[config.mk]
export PLATFORM = sky130hd
export DESIGN_NAME = supv_reset_core
export DESIGN_NICKNAME = d
export VERILOG_FILES = /design/src/rtl/supv_pkg.sv /design/src/rtl/supv_sync2.sv /design/src/rtl/supv_rst_timer.sv /design/src/rtl/supv_wdog.sv /design/src/rtl/supv_reset_core.sv
export SDC_FILE = /design/constraint.sdc
export NUM_CORES = 1
export LEC_CHECK = 0
export BUFFER_PORTS_ARGS = -buffer_cell sky130_fd_sc_hd__buf_2
export CORE_ASPECT_RATIO = 1.2
export CORE_MARGIN = 3
export CORE_UTILIZATION = 65
export CTS_BUF_LIST = sky130_fd_sc_hd__clkbuf_16
export CTS_CLUSTER_DIAMETER = 80
export CTS_CLUSTER_SIZE = 16
export DETAILED_ROUTE_END_ITERATION = 10
export HOLD_SLACK_MARGIN = 0.1
export PLACE_DENSITY = 0.83
export SLEW_MARGIN = 20
export SYNTH_ARGS = -nofsm -noshare
export SYNTH_HDL_FRONTEND = slang
export SYNTH_HIERARCHICAL = 1
export SYNTH_SLANG_ARGS = --single-unit
[constraint.sdc]
create_clock -name clk -period 3.4 [get_ports clk]
set_input_delay 0.17 -clock clk [delete_from_list [all_inputs] [get_ports clk]]
set_output_delay 0.17 -clock clk [all_outputs]
set_load 0.02 [all_outputs]
[src/rtl/supv_pkg.sv]
// Package: shared helpers for the supervisory reset core.
// Assumes counters run from 0 to n-1, so they need clog2(n) bits.
package supv_pkg;

    // Default time constants in clock cycles (200 ms and 1.6 s at 1 MHz)
    localparam int unsigned DEF_RST_CYC = 200_000;
    localparam int unsigned DEF_WD_CYC  = 1_600_000;

    // Bits needed for a counter that spans 0..n-1, at least one
    function automatic int unsigned cnt_width(input int unsigned n);
        return (n < 2) ? 1 : $clog2(n);
    endfunction

endpackage

[src/rtl/supv_sync2.sv]
// Module: per-bit two-flop synchroniser for asynchronous level inputs.
// Assumes each bit is an independent level; RST_VAL gives each bit's
// inactive value, loaded by the synchronous reset.
module supv_sync2 #(
    parameter int unsigned   W       = 1,
    parameter logic [W-1:0]  RST_VAL = '0
) (
    input  logic         clk,
    input  logic         rst_n,
    input  logic [W-1:0] d,
    output logic [W-1:0] q
);

    for (genvar i = 0; i < W; i++) begin : g_bit
        logic meta_q;
        logic sync_q;

        // Two-stage capture of one asynchronous bit
        always_ff @(posedge clk) begin
            if (!rst_n) begin
                meta_q <= RST_VAL[i];
                sync_q <= RST_VAL[i];
            end else begin
                meta_q <= d[i];
                sync_q <= meta_q;
            end
        end

        assign q[i] = sync_q;
    end

endmodule

[src/rtl/supv_rst_timer.sv]
// Module: reset hold-off timer.
// Asserts while trig_i is high and for RST_CYC cycles after it falls.
// Any trigger restarts the count from zero. Starts asserted out of reset.
module supv_rst_timer
    import supv_pkg::*;
#(
    parameter int unsigned RST_CYC = DEF_RST_CYC
) (
    input  logic                           clk,
    input  logic                           rst_n,
    input  logic                           trig_i,
    output logic                           active_o,
    output logic [cnt_width(RST_CYC)-1:0]  cnt_o
);

    localparam int unsigned   CW   = cnt_width(RST_CYC);
    localparam logic [CW-1:0] LAST = CW'(RST_CYC - 1);

    logic          act_q;
    logic [CW-1:0] cnt_q;

    // Hold-off state: restart on trigger, count while asserted, release at end
    always_ff @(posedge clk) begin
        if (!rst_n) begin
            act_q <= 1'b1;
            cnt_q <= '0;
        end else if (trig_i) begin
            act_q <= 1'b1;
            cnt_q <= '0;
        end else if (act_q) begin
            if (cnt_q == LAST) begin
                act_q <= 1'b0;
                cnt_q <= '0;
            end else begin
                cnt_q <= cnt_q + 1'b1;
            end
        end
    end

    assign active_o = act_q;
    assign cnt_o    = cnt_q;

endmodule

[src/rtl/supv_wdog.sv]
// Module: watchdog timer with level-change detection on the strobe.
// Assumes strobe_i is already synchronised. The count clears on any
// strobe change, while hold_i is high, and on expiry. expire_o is a
// one-cycle request raised when WD_CYC quiet cycles have elapsed.
module supv_wdog
    import supv_pkg::*;
#(
    parameter int unsigned WD_CYC = DEF_WD_CYC
) (
    input  logic                          clk,
    input  logic                          rst_n,
    input  logic                          strobe_i,
    input  logic                          hold_i,
    output logic                          expire_o,
    output logic [cnt_width(WD_CYC)-1:0]  cnt_o
);

    localparam int unsigned   CW   = cnt_width(WD_CYC);
    localparam logic [CW-1:0] LAST = CW'(WD_CYC - 1);

    logic          prev_q;
    logic          activity;
    logic [CW-1:0] cnt_q;

    // Previous strobe sample for edge detection
    always_ff @(posedge clk) begin
        if (!rst_n) prev_q <= 1'b0;
        else        prev_q <= strobe_i;
    end

    assign activity = strobe_i ^ prev_q;
    assign expire_o = !hold_i && !activity && (cnt_q == LAST);

    // Idle-cycle counter
    always_ff @(posedge clk) begin
        if (!rst_n)                           cnt_q <= '0;
        else if (hold_i || activity || expire_o) cnt_q <= '0;
        else                                  cnt_q <= cnt_q + 1'b1;
    end

    assign cnt_o = cnt_q;

endmodule

[src/rtl/supv_reset_core.sv]
// Module: top of the supervisory reset core.
// Merges supply-low, manual reset and watchdog expiry into one reset
// with a fixed hold-off. Drives it active-low and as an open-drain
// pull-down enable. supply_ok_i and backup_i are assumed synchronised;
// man_rst_n_i and wd_strobe_i are synchronised here.
module supv_reset_core
    import supv_pkg::*;
#(
    parameter int unsigned RST_CYC = DEF_RST_CYC,
    parameter int unsigned WD_CYC  = DEF_WD_CYC
) (
    input  logic clk,
    input  logic rst_n,
    input  logic supply_ok_i,
    input  logic man_rst_n_i,
    input  logic wd_strobe_i,
    input  logic backup_i,
    output logic rst_n_o,
    output logic rst_pulldown_o
);

    localparam int unsigned RW = cnt_width(RST_CYC);
    localparam int unsigned WW = cnt_width(WD_CYC);

    logic [1:0]    sync_q;
    logic          man_sync;
    logic          strobe_sync;
    logic          wd_expire;
    logic          trig;
    logic          rst_act;
    logic [RW-1:0] rst_cnt;
    logic [WW-1:0] wd_cnt;

    // Bit 0: manual reset (idle high); bit 1: strobe (idle low)
    supv_sync2 #(.W(2), .RST_VAL(2'b01)) u_sync (
        .clk   (clk),
        .rst_n (rst_n),
        .d     ({wd_strobe_i, man_rst_n_i}),
        .q     (sync_q)
    );

    assign man_sync    = sync_q[0];
    assign strobe_sync = sync_q[1];

    // Any active source (re)starts the hold-off
    assign trig = !supply_ok_i || !man_sync || wd_expire;

    supv_rst_timer #(.RST_CYC(RST_CYC)) u_timer (
        .clk      (clk),
        .rst_n    (rst_n),
        .trig_i   (trig),
        .active_o (rst_act),
        .cnt_o    (rst_cnt)
    );

    supv_wdog #(.WD_CYC(WD_CYC)) u_wdog (
        .clk      (clk),
        .rst_n    (rst_n),
        .strobe_i (strobe_sync),
        .hold_i   (rst_act || backup_i),
        .expire_o (wd_expire),
        .cnt_o    (wd_cnt)
    );

    assign rst_n_o        = !rst_act;
    assign rst_pulldown_o = !rst_act;

endmodule

# After elaboration in Yosys (flattened, before gate mapping)
# Cells that the tools add are included.
# totals
elab_cells,31
register_bits,45
output_inout_bits,2
input_bits,6
# classes
reduce_logical,14
n_eq_ne,2
n_bitwise,2
addsub,2
n_mux,3
# op_table
operator,count
$add A21 B1 Y21 const B,1
$eq A21 B21 Y1 const B,1
$add A18 B1 Y18 const B,1
$eq A18 B18 Y1 const B,1
$mux W18,1
$logic_not A1 Y1,5
$logic_or A1 B1 Y1,5
$reduce_or A2 Y1,2
$logic_and A1 B1 Y1,2
$mux W1,2
$not A1 Y1,1
$xor A1 B1 Y1,1

# Longest topological paths before layout
# Gate-level depths: netlist of run 1.
# logic_depth
depth_word,6
mapped_depth,10
ltp_nobuf,8

# Modules after synthesis
# Netlist of run 1, hierarchy kept.
# by_module_without_submodules
mod,n_inst,area_each_um2,cells_each,seq_area_each_um2
supv_wdog,1,1026.0,114,440.4
supv_rst_timer,1,885.8,103,380.4
supv_sync2,1,120.1,10,80.1
supv_reset_core,1,25.0,4,0.0

# Worst setup path before layout of run 1
# No wires, ideal clock.
# synth_timing
path_kind,register -> register
startpoint,"reg u_timer.cnt_q[7], in the netlist u_timer/cnt_o[7]"
endpoint,"reg u_timer.cnt_q[12], in the netlist u_timer/cnt_o[12]"
t_arrival_ps,1886
required_time_ps,3285
n_path_buf,1
period_less_slack_ps,2001
path_slack_ps,1399
setup_ps,115
stages_incl_launch_ff,6
cell_sequence,dfxtp_1 > or4_1 > or4_4 > o311ai_4 > buf_6 > nor2_1
# synth_via
elab_chain_len,2
elab_cells_between_ends,3
classes_between,1 x add/sub; 1 x eq/ne; 1 x mux
# synth_lines
item,line,text
start: declaration,supv_rst_timer.sv:20,logic [CW-1:0] cnt_q;
start signal: assignment,supv_rst_timer.sv:35,cnt_q <= cnt_q + 1'b1;
$add A18 B1 Y18 / $eq A18 B18 Y1 (equally long branches),"supv_rst_timer.sv:35, supv_rst_timer.sv:31",
$mux W18 *,supv_rst_timer.sv:31,if (cnt_q == LAST) begin
# Mark *: on every way between the ends. The rest lies on a longest branch, timed or not.
# A chain may end at the register's enable or synchronous reset.

# Worst setup path in the final report of run 1
# layout_timing
startpoint,"reg u_timer.cnt_q[7], in the netlist u_timer/cnt_o[7]"
endpoint,"reg u_timer.cnt_q[2], in the netlist u_timer/cnt_o[2]"
# layout_via
elab_chain_len,2
# layout_lines
item,line
$eq A18 B18 Y1,supv_rst_timer.sv:31
$mux W18,supv_rst_timer.sv:31
# Every way passes these cells.

==> results of run 1 <==
==> how the worst max path moves through the flow <==
| stage | start | to | slack, ns | cells after the start |
|---|---|---|---|---|
| final | u_timer/cnt_o[7] | u_timer/cnt_o[2] | 1.16 | 4 |
| after global routing | u_timer/cnt_o[7] | u_timer/cnt_o[3] | 1.03 | 4 |
| after CTS | u_timer/cnt_o[7] | u_timer/cnt_o[6] | 1.16 | 4 |
| after detailed placement | u_timer/cnt_o[7] | u_timer/cnt_o[0] | 1.18 | 4 |
| after global placement | u_timer/cnt_o[7] | u_timer/cnt_o[3] | 1.23 | 4 |
| after floorplan | u_timer/cnt_o[7] | u_timer/cnt_o[12] | 1.40 | 5 |
==> metal layers <==
| metal | routed length [µm] | vias to the layer above |
|---|---|---|
| met1 | 1637 | 757 |
| met3 | 86 | 9 |
| met4 | 87 | 0 |
| met5 | 0 | - |
| li1 | - | 819 |
| met2 | 2030 | 26 |
==> flip-flops by register name, summed over array words and instances, names as in the netlist <==
signal / cells
u_sync/g_bit.sync_q: 2
u_timer/active_o: 1
u_timer/cnt_o: 18
u_sync/g_bit.meta_q: 2
u_wdog/cnt_o: 21
u_wdog/prev_q: 1
==> critical path, delay by kind of cell, from the launching register on <==
family           cells  cell delay [ns]
AND/OR/NAND/NOR      3             1.16
flip-flops           1             0.35
AO/OA/AOI/OAI        1             0.58
==> cells by family (layout without fill, tap and decap cells) <==
family                     Yosys count  in the layout  share of synthesized area
muxes                                1              1                   0.004866
adders and majority gates            2              2                    0.01216
DFF                                 45             45                     0.4380
xor gates and xnor gates            27             27                     0.1150
and+or+nand+nor                    114            114                     0.3072
buffers and inverters               18             25                    0.04684
AOI/OAI and AO/OA                   24             24                    0.07604
==> per-stage QoR <==
stage          power (mW)  utilization  area, µm²  hold WS (ns)  setup WS, ns
2_1_floorplan      0.5560            -       2057        0.2430         1.399
3_3_place_gp       0.5589       0.7117       2076        0.3511         1.227
3_5_place_dp       0.5597       0.7117       2076        0.3691         1.184
4_1_cts            0.9914       0.7606       2218        0.1077         1.157
5_1_grt             1.009       0.7606       2218        0.1133         1.025
6_report           0.9813       0.7606       2218        0.1112         1.161
==> final cells by class <==
cell class	instances	share of cell area
clock buffer	5	0.05640
clock inverter	2	0.003384
inverter	10	0.01692
multi-input combinational	168	0.4777
sequential	45	0.4061
tap	34	0.01918
timing repair buffer	8	0.02030
==> power groups by stage <==
| stage | Sequential, mW | Combinational, mW | Clock, mW |
|---|---|---|---|
| after floorplan | 0.544 | 0.0122 | 0 |
| after global placement | 0.544 | 0.0147 | 0 |
| after detailed placement | 0.544 | 0.0154 | 0 |
| after CTS | 0.533 | 0.0165 | 0.442 |
| after global routing | 0.533 | 0.0182 | 0.458 |
| final | 0.533 | 0.0164 | 0.432 |
==> layout by cell type (no fill, tap or decap), types with 2 or more instances in the layout <==
cell       synthesis  layout
nand4_1           12      12
nor4_1             4       4
nand2_1           12      12
nor2_1            32      32
or2_2              2       2
and3_1             3       3
inv_1             10      11
clkbuf_16          0       5
ha_1               2       2
nand2b_1           2       2
xnor2_1           18      18
dfxtp_1           45      45
a21oi_1           11      11
xor2_1             9       9
o31ai_1            4       4
buf_2              2       7
or3_1              6       6
and2_1             3       3
o21ai_0            6       6
nor4b_1            2       2
nor3_1             6       6
or2_1              3       3
or4_1              7       7
nand3_1           11      11
==> results.py, run 1 <==
metrics = {
    "synthesis": {
        "ys_ff_latch": 45,
        "ys_warn_count": 6,
        "ys_top_cells_by_area": "dfxtp_1 44%, xnor2_1 7.7%, nor2_1 5.8%",
        "ys_types": 39,
        "synth.most_common_cell": "dfxtp_1",
        "synth_top_area_share": 0.4380,
        "synthesis.nets": 239,
        "synth-edff-count": 0,
        "synthTopCellsByCount": "45 x dfxtp_1, 32 x nor2_1, 18 x xnor2_1, 12 x nand2_1, 12 x nand4_1",
        "netlist_instances": 231,
        "synth_area_leader_cell": "dfxtp_1",
        "seq_area_frac_synth": 0.4380,
        "synth_ff_type": "dfxtp_1",
        "avgSynthCellArea_um2": 8.905,
        "netlist_area_um2": 2057,
        "synthArstFlopShare": 0,
    },
    "drt": {
        "vias_per_cell": 5.923,
        "wl_per_cell_um": 14.12,
        "ant_nets": 0,
        "dr.pass1.iters": 4,
        "drt_iter0_markers": 77,
        "drc": 0,
        "num_vias": 1611,
        "wirelength_um": 3840,
    },
    "place": {
        "io_buffers": 7,
        "hpwl_um": 2758,
        "place.gp.congestion": 0.8307,
        "placedCellCount": 264,
    },
    "timing": {
        "min_period_ns": 2.239,
        "skew_ns": 0.004846,
        "hold_viol_final": 0,
        "finalSetupViolCount": 0,
        "max_freq_mhz": 446.7,
        "worst_pin_slew_ns": 0.6626,
        "min_period_over_period": 0.6584,
        "slew_violations": 0,
        "rsz0062_at_grt": "no",
        "slew-limit-headroom": 0.5572,
        "tns_ns": 0,
    },
    "setup_path": {
        "rr_startpoint": "u_timer/cnt_o[7]",
        "cp.arrival_ns": 2.37,
        "critPathCaptureType": "flip-flop",
        "crit_path_cell_trace": "or4_1 -> or4_4 -> o311ai_4 -> nor2_1",
        "reg2reg_depth": 4,
        "path_class": "reg2reg",
        "reg2reg_to": "u_timer/cnt_o[2]",
        "max_stage_delay_ns": 0.58,
        "rrSetupSlack_ns": 1.16,
        "cp_max_fo": 16,
        "crit_required_ns": 3.53,
        "cp_slowest_cell": "o311ai_4",
        "crit_path_start_kind": "flip-flop",
    },
    "global_routing": {
        "grtUsageMet2": 0.3983,
        "antenna_found_initial": 0,
        "busiest_layer": "met2",
        "grt_start_max_net_pins": 19,
        "grt-ovfl-total": 0,
        "met3_usage": 0.04971,
        "grt_pass1_wl_um": 6768,
        "grt.total_usage": 0.2232,
        "grt_pass1_vias": 1609,
        "met1_usage": 0.2450,
    },
    "die": {
        "rows": 21,
        "coreArea_um2": 2917,
        "initial_utilization": 0.7053,
        "fp.dieArea_um2": 3879,
        "fp.dieH_um": 67.63,
        "pin_count": 8,
        "fp.dieW_um": 57.36,
    },
    "layout": {
        "n_antenna_cell": 0,
        "final_nets": 246,
        "seqCellArea_um2": 900.9,
        "n_fill_cell": 210,
        "syn_to_final_growth_pct": 7.847,
        "drive_gt1_frac": 0.08403,
        "finalNonFillerCells": 272,
        "multiInputGateArea_um2": 1060,
    },
    "power_and_ir_drop": {
        "p_sw_frac": 0.1839,
        "seqPwrFrac": 0.543,
        "vdd_drop_max_uv": 470.4,
        "power_leakage_nw": 0.7067,
        "switchingPower_uw": 180.4,
        "combPwrFrac": 0.017,
        "p_clk_frac": 0.440,
        "cellPowerDensity_nw_per_um2": 442.3,
        "intPower_uw": 800.8,
    },
    "cts": {
        "insertion_delay_ns": 0.27,
        "cts_buffers": 5,
        "cts_setup_buffers": 0,
        "clkSinkCount": 45,
        "post_cts_resized": 0,
        "cts-htree-levels": 2,
        "clock_path_buffers": 2,
        "clk_pin_slew_ns": 0.06,
        "clockRootBuffer": "clkbuf_16",
        "postCtsHoldBufs": 1,
        "cts_tree": "built",
    },
    "worst_hold_path": {
        "hold_end": "u_sync/g_bit[1].meta_q",
        "hp-start": "wd_strobe_i",
        "hold_path_class": "in2reg",
        "hold_path_depth": 2,
    },
    "run": {
        "cap_violations": 0,
    },
    "outcome": {
        "status": "completed",
    },
}
No activity file was read; power rests on OpenSTA's default activity.
==> inputs of run 2 (changes only) <==
- CORE_UTILIZATION: 65 -> 60
- PLACE_DENSITY: 0.83 -> 0.78
- clock period: 3.4 -> 2.3 ns (I/O delays scaled with it)
==> run 2 against run 1 <==
Effect of this change:
- non-clock buffer count grew 8
- combinational power grew 87%
- critical endpoint is now u_timer/cnt_o[12]
- register-to-register slack lost 0.98 ns
- sequential share of layout area shrank 2.2 points
- clock power grew 110%
- core utilization shrank 2.0 points
- first-iteration DRC count shrank 1.3%
- clock skew is essentially flat
- worst setup slack lost 0.98 ns
- hold slack gained 0.069 ns
- power grew 76%
- largest cell class unchanged
==> results.py, run 2 (synthesis gave the netlist of run 1 again) <==
metrics = {
    "cts": {
        "post_cts_resized": 0,
        "cts_buffers": 5,
        "clockRootBuffer": "clkbuf_16",
        "clkSinkCount": 45,
        "clock_path_buffers": 2,
        "cts-htree-levels": 2,
        "insertion_delay_ns": 0.29,
        "clk_pin_slew_ns": 0.06,
        "cts_tree": "built",
    },
    "die": {
        "pin_count": 8,
        "fp.dieH_um": 70.14,
        "fp.dieW_um": 59.45,
        "coreArea_um2": 3166,
        "rows": 22,
        "fp.dieArea_um2": 4170,
        "initial_utilization": 0.6498,
    },
    "layout": {
        "final_nets": 254,
        "final_common_cell": "dfxtp_1",
        "syn_to_final_growth_pct": 14.05,
        "largest_reg_flops": 21,
        "drive_gt1_frac": 0.1134,
        "final_cell_mix": "45 x dfxtp_1, 32 x nor2_1, 18 x xnor2_1",
        "n_antenna_cell": 0,
    },
    "power_and_ir_drop": {
        "cellPowerDensity_nw_per_um2": 734.6,
        "switchingPower_uw": 302.2,
        "p_sw_frac": 0.1753,
        "vdd_drop_max_uv": 648.2,
        "combPwrFrac": 0.018,
        "power_leakage_nw": 0.7659,
        "intPower_mw": 1.421,
        "p_clk_frac": 0.525,
        "seqPwrFrac": 0.457,
    },
    "worst_hold_path": {
        "hold_end": "u_timer/active_o",
        "hp-start": "supply_ok_i",
        "hold_path_class": "in2reg",
        "hold_path_depth": 4,
    },
    "drt": {
        "wirelength_um": 3968,
        "num_vias": 1654,
        "ant_nets": 0,
        "wl_per_cell_um": 14.02,
        "drt_iter0_markers": 76,
        "vias_per_cell": 5.845,
        "dr.pass1.iters": 4,
        "drc": 0,
    },
    "timing": {
        "max_freq_mhz": 471.7,
        "slew-limit-headroom": 0.6243,
        "min_period_ns": 2.120,
        "hold_viol_final": 0,
        "fin_ws_ns": 0.1801,
        "min_period_over_period": 0.9217,
        "worst_pin_slew_ns": 0.5636,
        "skew_ns": 0.005225,
        "hold_ws_ns": 0.1805,
        "finalSetupViolCount": 0,
        "tns_ns": 0,
        "rsz0062_at_grt": "no",
        "slew_violations": 0,
    },
    "global_routing": {
        "grt_pass1_wl_um": 7086,
        "grt_pass1_vias": 1627,
        "antenna_found_initial": 0,
        "grt-ovfl-total": 0,
        "grt_start_max_net_pins": 19,
        "grt.total_usage": 0.2209,
    },
    "setup_path": {
        "cp.arrival_ns": 2.29,
        "rrSetupSlack_ns": 0.18,
        "reg2reg_depth": 5,
        "crit_path_start_kind": "flip-flop",
        "cp_slowest_cell": "or4_1",
        "reg2reg_to": "u_timer/cnt_o[12]",
        "cp_max_fo": 10,
        "path_class": "reg2reg",
        "max_stage_delay_ns": 0.53,
        "crit_required_ns": 2.47,
        "crit_path_cell_trace": "or4_1 -> or4_4 -> o311ai_4 -> buf_4 -> nor2_1",
        "critPathCaptureType": "flip-flop",
        "rr_startpoint": "u_timer/cnt_o[7]",
    },
    "run": {
        "cap_violations": 0,
    },
    "place": {
        "io_buffers": 7,
        "place_ws_ns": 0.02043,
        "place.gp.congestion": 0.8811,
        "hpwl_um": 2643,
    },
    "outcome": {
        "status": "completed",
    },
}
[run 2: cell types whose count changed in the layout (fill, tap and decap cells not counted)]
| cell | previous run | this run |
|---|---|---|
| inv_1 | 11 | 10 |
| buf_4 | 0 | 5 |
| clkinv_1 | 1 | 0 |
| clkinv_2 | 0 | 1 |
| bufinv_16 | 0 | 2 |
| dlygate4sd3_1 | 1 | 4 |
[run 2: worst max-delay path: cells and delay by family, from the launching register on]
kind            cells  cell delay (ns)
flops               1             0.36
compound gates      1             0.32
simple gates        3             1.11
buf+inv             1             0.22
[run 2: through the flow]
stage / area, µm² / instances / util / total power, mW
floorplan: 2057 / 231 / - / 0.8219
finish: 2346 / 283 / 0.7411 / 1.723
CTS: 2331 / 281 / 0.7364 / 1.744
global route: 2346 / 283 / 0.7411 / 1.779
global placement: 2101 / 269 / 0.6636 / 0.8272
detailed placement: 2101 / 269 / 0.6636 / 0.8278
[run 2: layout make-up]
type,count,area (µm²)
multi-input combinational,168,1060
clock inverter,3,65.06
clock buffer,5,125.1
sequential,45,900.9
fill,236,819.5
tap,36,45.04
timing repair buffer,16,112.6
inverter,10,37.54
[run 2: timing repair]
item                                    in CTS  in global routing
setup buffers                                0                  2
endpoints found under the hold margin        3                  0
hold buffers                                 4                  0
endpoints found under the setup margin       0                 16
[run 2: worst max-delay path by stage]
| stage | from | to | cells after the start |
|---|---|---|---|
| 2_1_floorplan | u_timer/cnt_o[7] | u_timer/cnt_o[12] | 5 |
| 3_3_place_gp | u_timer/cnt_o[7] | u_timer/cnt_o[0] | 4 |
| 3_5_place_dp | u_timer/cnt_o[7] | u_timer/cnt_o[12] | 4 |
| 4_1_cts | u_timer/cnt_o[7] | u_timer/cnt_o[12] | 4 |
| 5_1_grt | u_wdog/cnt_o[0] | u_timer/cnt_o[12] | 9 |
| 6_report | u_timer/cnt_o[7] | u_timer/cnt_o[12] | 5 |
[run 2: power by group through the flow]
stage / clock (mW) / sequential (mW) / combinational (mW)
global route: 0.957 / 0.788 / 0.0342
detailed placement: 0 / 0.805 / 0.0230
CTS: 0.928 / 0.788 / 0.0283
finish: 0.905 / 0.788 / 0.0307
floorplan: 0 / 0.804 / 0.0180
global placement: 0 / 0.805 / 0.0227
[run 2: routing by layer]
layer  share of wire  global-route usage
met5               0                   0
met4           0.043              0.1360
met3           0.034             0.05545
met2            0.51              0.3609
met1            0.41              0.2477
==> inputs of run 3 (changes only) <==
- CORE_UTILIZATION: 60 -> 54
- PLACE_DENSITY: 0.78 -> 0.74
- clock period: 2.3 -> 1.7 ns (I/O delays scaled with it)
==> run 3 against run 2 <==
Effect of this change:
- the run now ends with setup timing left
- die area increased by 10%
- highest routed layer unchanged
- hold slack got worse by 0.026 ns
- final cell count up 21%
==> results.py, run 3 (synthesis gave the netlist of run 1 again) <==
metrics = {
    "timing": {
        "slew-limit-headroom": 0.7500,
        "worst_pin_slew_ns": 0.3750,
        "hold_ws_ns": 0.1549,
        "fin_ws_ns": -0.2490,
        "hold_viol_final": 0,
        "min_period_ns": 1.949,
        "skew_ns": 0.005938,
        "slew_violations": 0,
        "max_freq_mhz": 513.1,
        "rsz0062_at_grt": "yes",
        "min_period_over_period": 1.146,
        "finalSetupViolCount": 20,
    },
    "drt": {
        "drt_iter0_markers": 94,
        "ant_nets": 0,
        "drc": 0,
        "vias_per_cell": 5.397,
        "dr.pass1.iters": 4,
        "wirelength_um": 4909,
        "wl_per_cell_um": 14.31,
        "num_vias": 1851,
    },
    "die": {
        "fp.dieH_um": 73.61,
        "fp.dieW_um": 62.34,
        "initial_utilization": 0.5859,
        "coreArea_um2": 3511,
        "fp.dieArea_um2": 4589,
        "pin_count": 8,
        "rows": 23,
    },
    "power_and_ir_drop": {
        "switchingPower_uw": 401.3,
        "vdd_drop_max_uv": 739.1,
        "p_clk_frac": 0.443,
        "cellPowerDensity_nw_per_um2": 719.9,
        "power_leakage_nw": 1.004,
        "intPower_mw": 1.632,
        "seqPwrFrac": 0.524,
        "combPwrFrac": 0.033,
        "p_sw_frac": 0.1974,
    },
    "setup_path": {
        "cp.arrival_ns": 2.11,
        "path_class": "reg2reg",
        "crit_path_cell_trace": "or4_1 -> or4_4 -> o311ai_4 -> buf_6 -> buf_16 -> nor2_2",
        "cp_slowest_cell": "or4_1",
        "cp_max_fo": 8,
        "max_stage_delay_ns": 0.50,
        "critPathCaptureType": "flip-flop",
        "crit_required_ns": 1.87,
        "crit_path_start_kind": "flip-flop",
    },
    "global_routing": {
        "grt.total_usage": 0.2264,
        "antenna_found_initial": 0,
        "grt_pass1_vias": 1805,
        "grt_pass1_wl_um": 8107,
        "grt-ovfl-total": 0,
        "grt_start_max_net_pins": 19,
    },
    "layout": {
        "n_antenna_cell": 0,
        "final_common_cell": "buf_4",
        "seqCellArea_um2": 910.9,
        "n_fill_cell": 236,
        "multiInputGateArea_um2": 1160,
        "drive_gt1_frac": 0.3584,
        "final_nets": 301,
        "syn_to_final_growth_pct": 37.29,
        "finalNonFillerCells": 343,
        "largest_reg_flops": 21,
        "final_cell_mix": "45 x buf_4, 37 x dfxtp_1, 26 x nor2_1",
    },
    "cts": {
        "clkSinkCount": 45,
        "clockRootBuffer": "clkbuf_16",
        "insertion_delay_ns": 0.28,
        "clock_path_buffers": 2,
        "cts_buffers": 5,
        "cts_tree": "built",
        "clk_pin_slew_ns": 0.06,
        "cts-htree-levels": 2,
    },
    "worst_hold_path": {
        "hold_path_class": "in2reg",
    },
    "outcome": {
        "status": "finished with violations",
        "violations": "setup timing",
    },
    "place": {
        "place.gp.congestion": 0.8306,
        "io_buffers": 7,
        "place_ws_ns": -0.2621,
        "placedCellCount": 323,
        "hpwl_um": 3157,
    },
    "run": {
        "cap_violations": 0,
    },
}
[run 3: changes by cell type in the layout (fill, tap and decap cells not counted), moves of 3 or more]
cell     change
a21oi_1      -4
a21oi_2      +4
buf_4       +40
buf_6        +5
dfxtp_1      -8
dfxtp_2      +8
nor2_1       -6
nor2_2       +6
or2_4        +3
or4_1        -3
or4_4        +3
[run 3: final cells by class]
type,instances,share of cell area
Multi-Input combinational cell,168,0.4107
Timing Repair Buffer,63,0.1830
Clock inverter,2,0.003988
Inverter,10,0.01329
Sequential cell,45,0.3226
Clock buffer,5,0.04431
Tap cell,50,0.02215
[run 3: power by group through the flow]
| stage | Combinational [mW] | Sequential [mW] | Clock (mW) |
|---|---|---|---|
| after floorplan | 0.0245 | 1.09 | 0 |
| after global placement | 0.0425 | 1.09 | 0 |
| after detailed placement | 0.0436 | 1.09 | 0 |
| after CTS | 0.0641 | 1.06 | 0.933 |
| after global routing | 0.0718 | 1.06 | 0.965 |
| final | 0.0676 | 1.06 | 0.900 |
[run 3: worst paths after layout]
kind / startpoint / to / slack (ns) / cells after the start
max: u_timer/cnt_o[15] / u_timer/cnt_o[7] / -0.25 / 6
min: supply_ok_i / u_timer/active_o / 0.15 / 4
max reg2reg: u_timer/cnt_o[15] / u_timer/cnt_o[7] / -0.25 / 6
min reg2reg: u_sync/g_bit[0].meta_q / u_sync/g_bit[0].sync_q / 0.42 / 1
[run 3: per-stage QoR]
step / util / power [mW] / area (µm²) / TNS [ns]
after global routing: 0.8043 / 2.101 / 2824 / -5.338
after floorplan: - / 1.112 / 2079 / -3.527
after global placement: 0.6971 / 1.130 / 2447 / -3.728
after CTS: 0.7708 / 2.061 / 2706 / -3.889
after detailed placement: 0.6971 / 1.132 / 2447 / -4.129
final: 0.8043 / 2.033 / 2824 / -4.280
[run 3: timing repair]
item                                    4_1_cts  5_1_grt
endpoints found under the setup margin       26       23
hold buffers                                  4        0
gates resized for setup                      11       24
pin swaps                                     6       13
cloned                                        1        0
setup buffers                                 4        5
endpoints found under the hold margin         4        0
[run 3: critical path: cells and delay by family (launching register included)]
family,cells,cell delay (ns)
compound gates,1,0.23
simple gates,3,0.99
flops,1,0.31
buf+inv,2,0.29
[run 3: layer usage]
metal  track usage  part of all wire
met1        0.2405              0.41
met5             0                 0
met3       0.04893             0.023
met4        0.1299             0.034
met2        0.4187              0.54
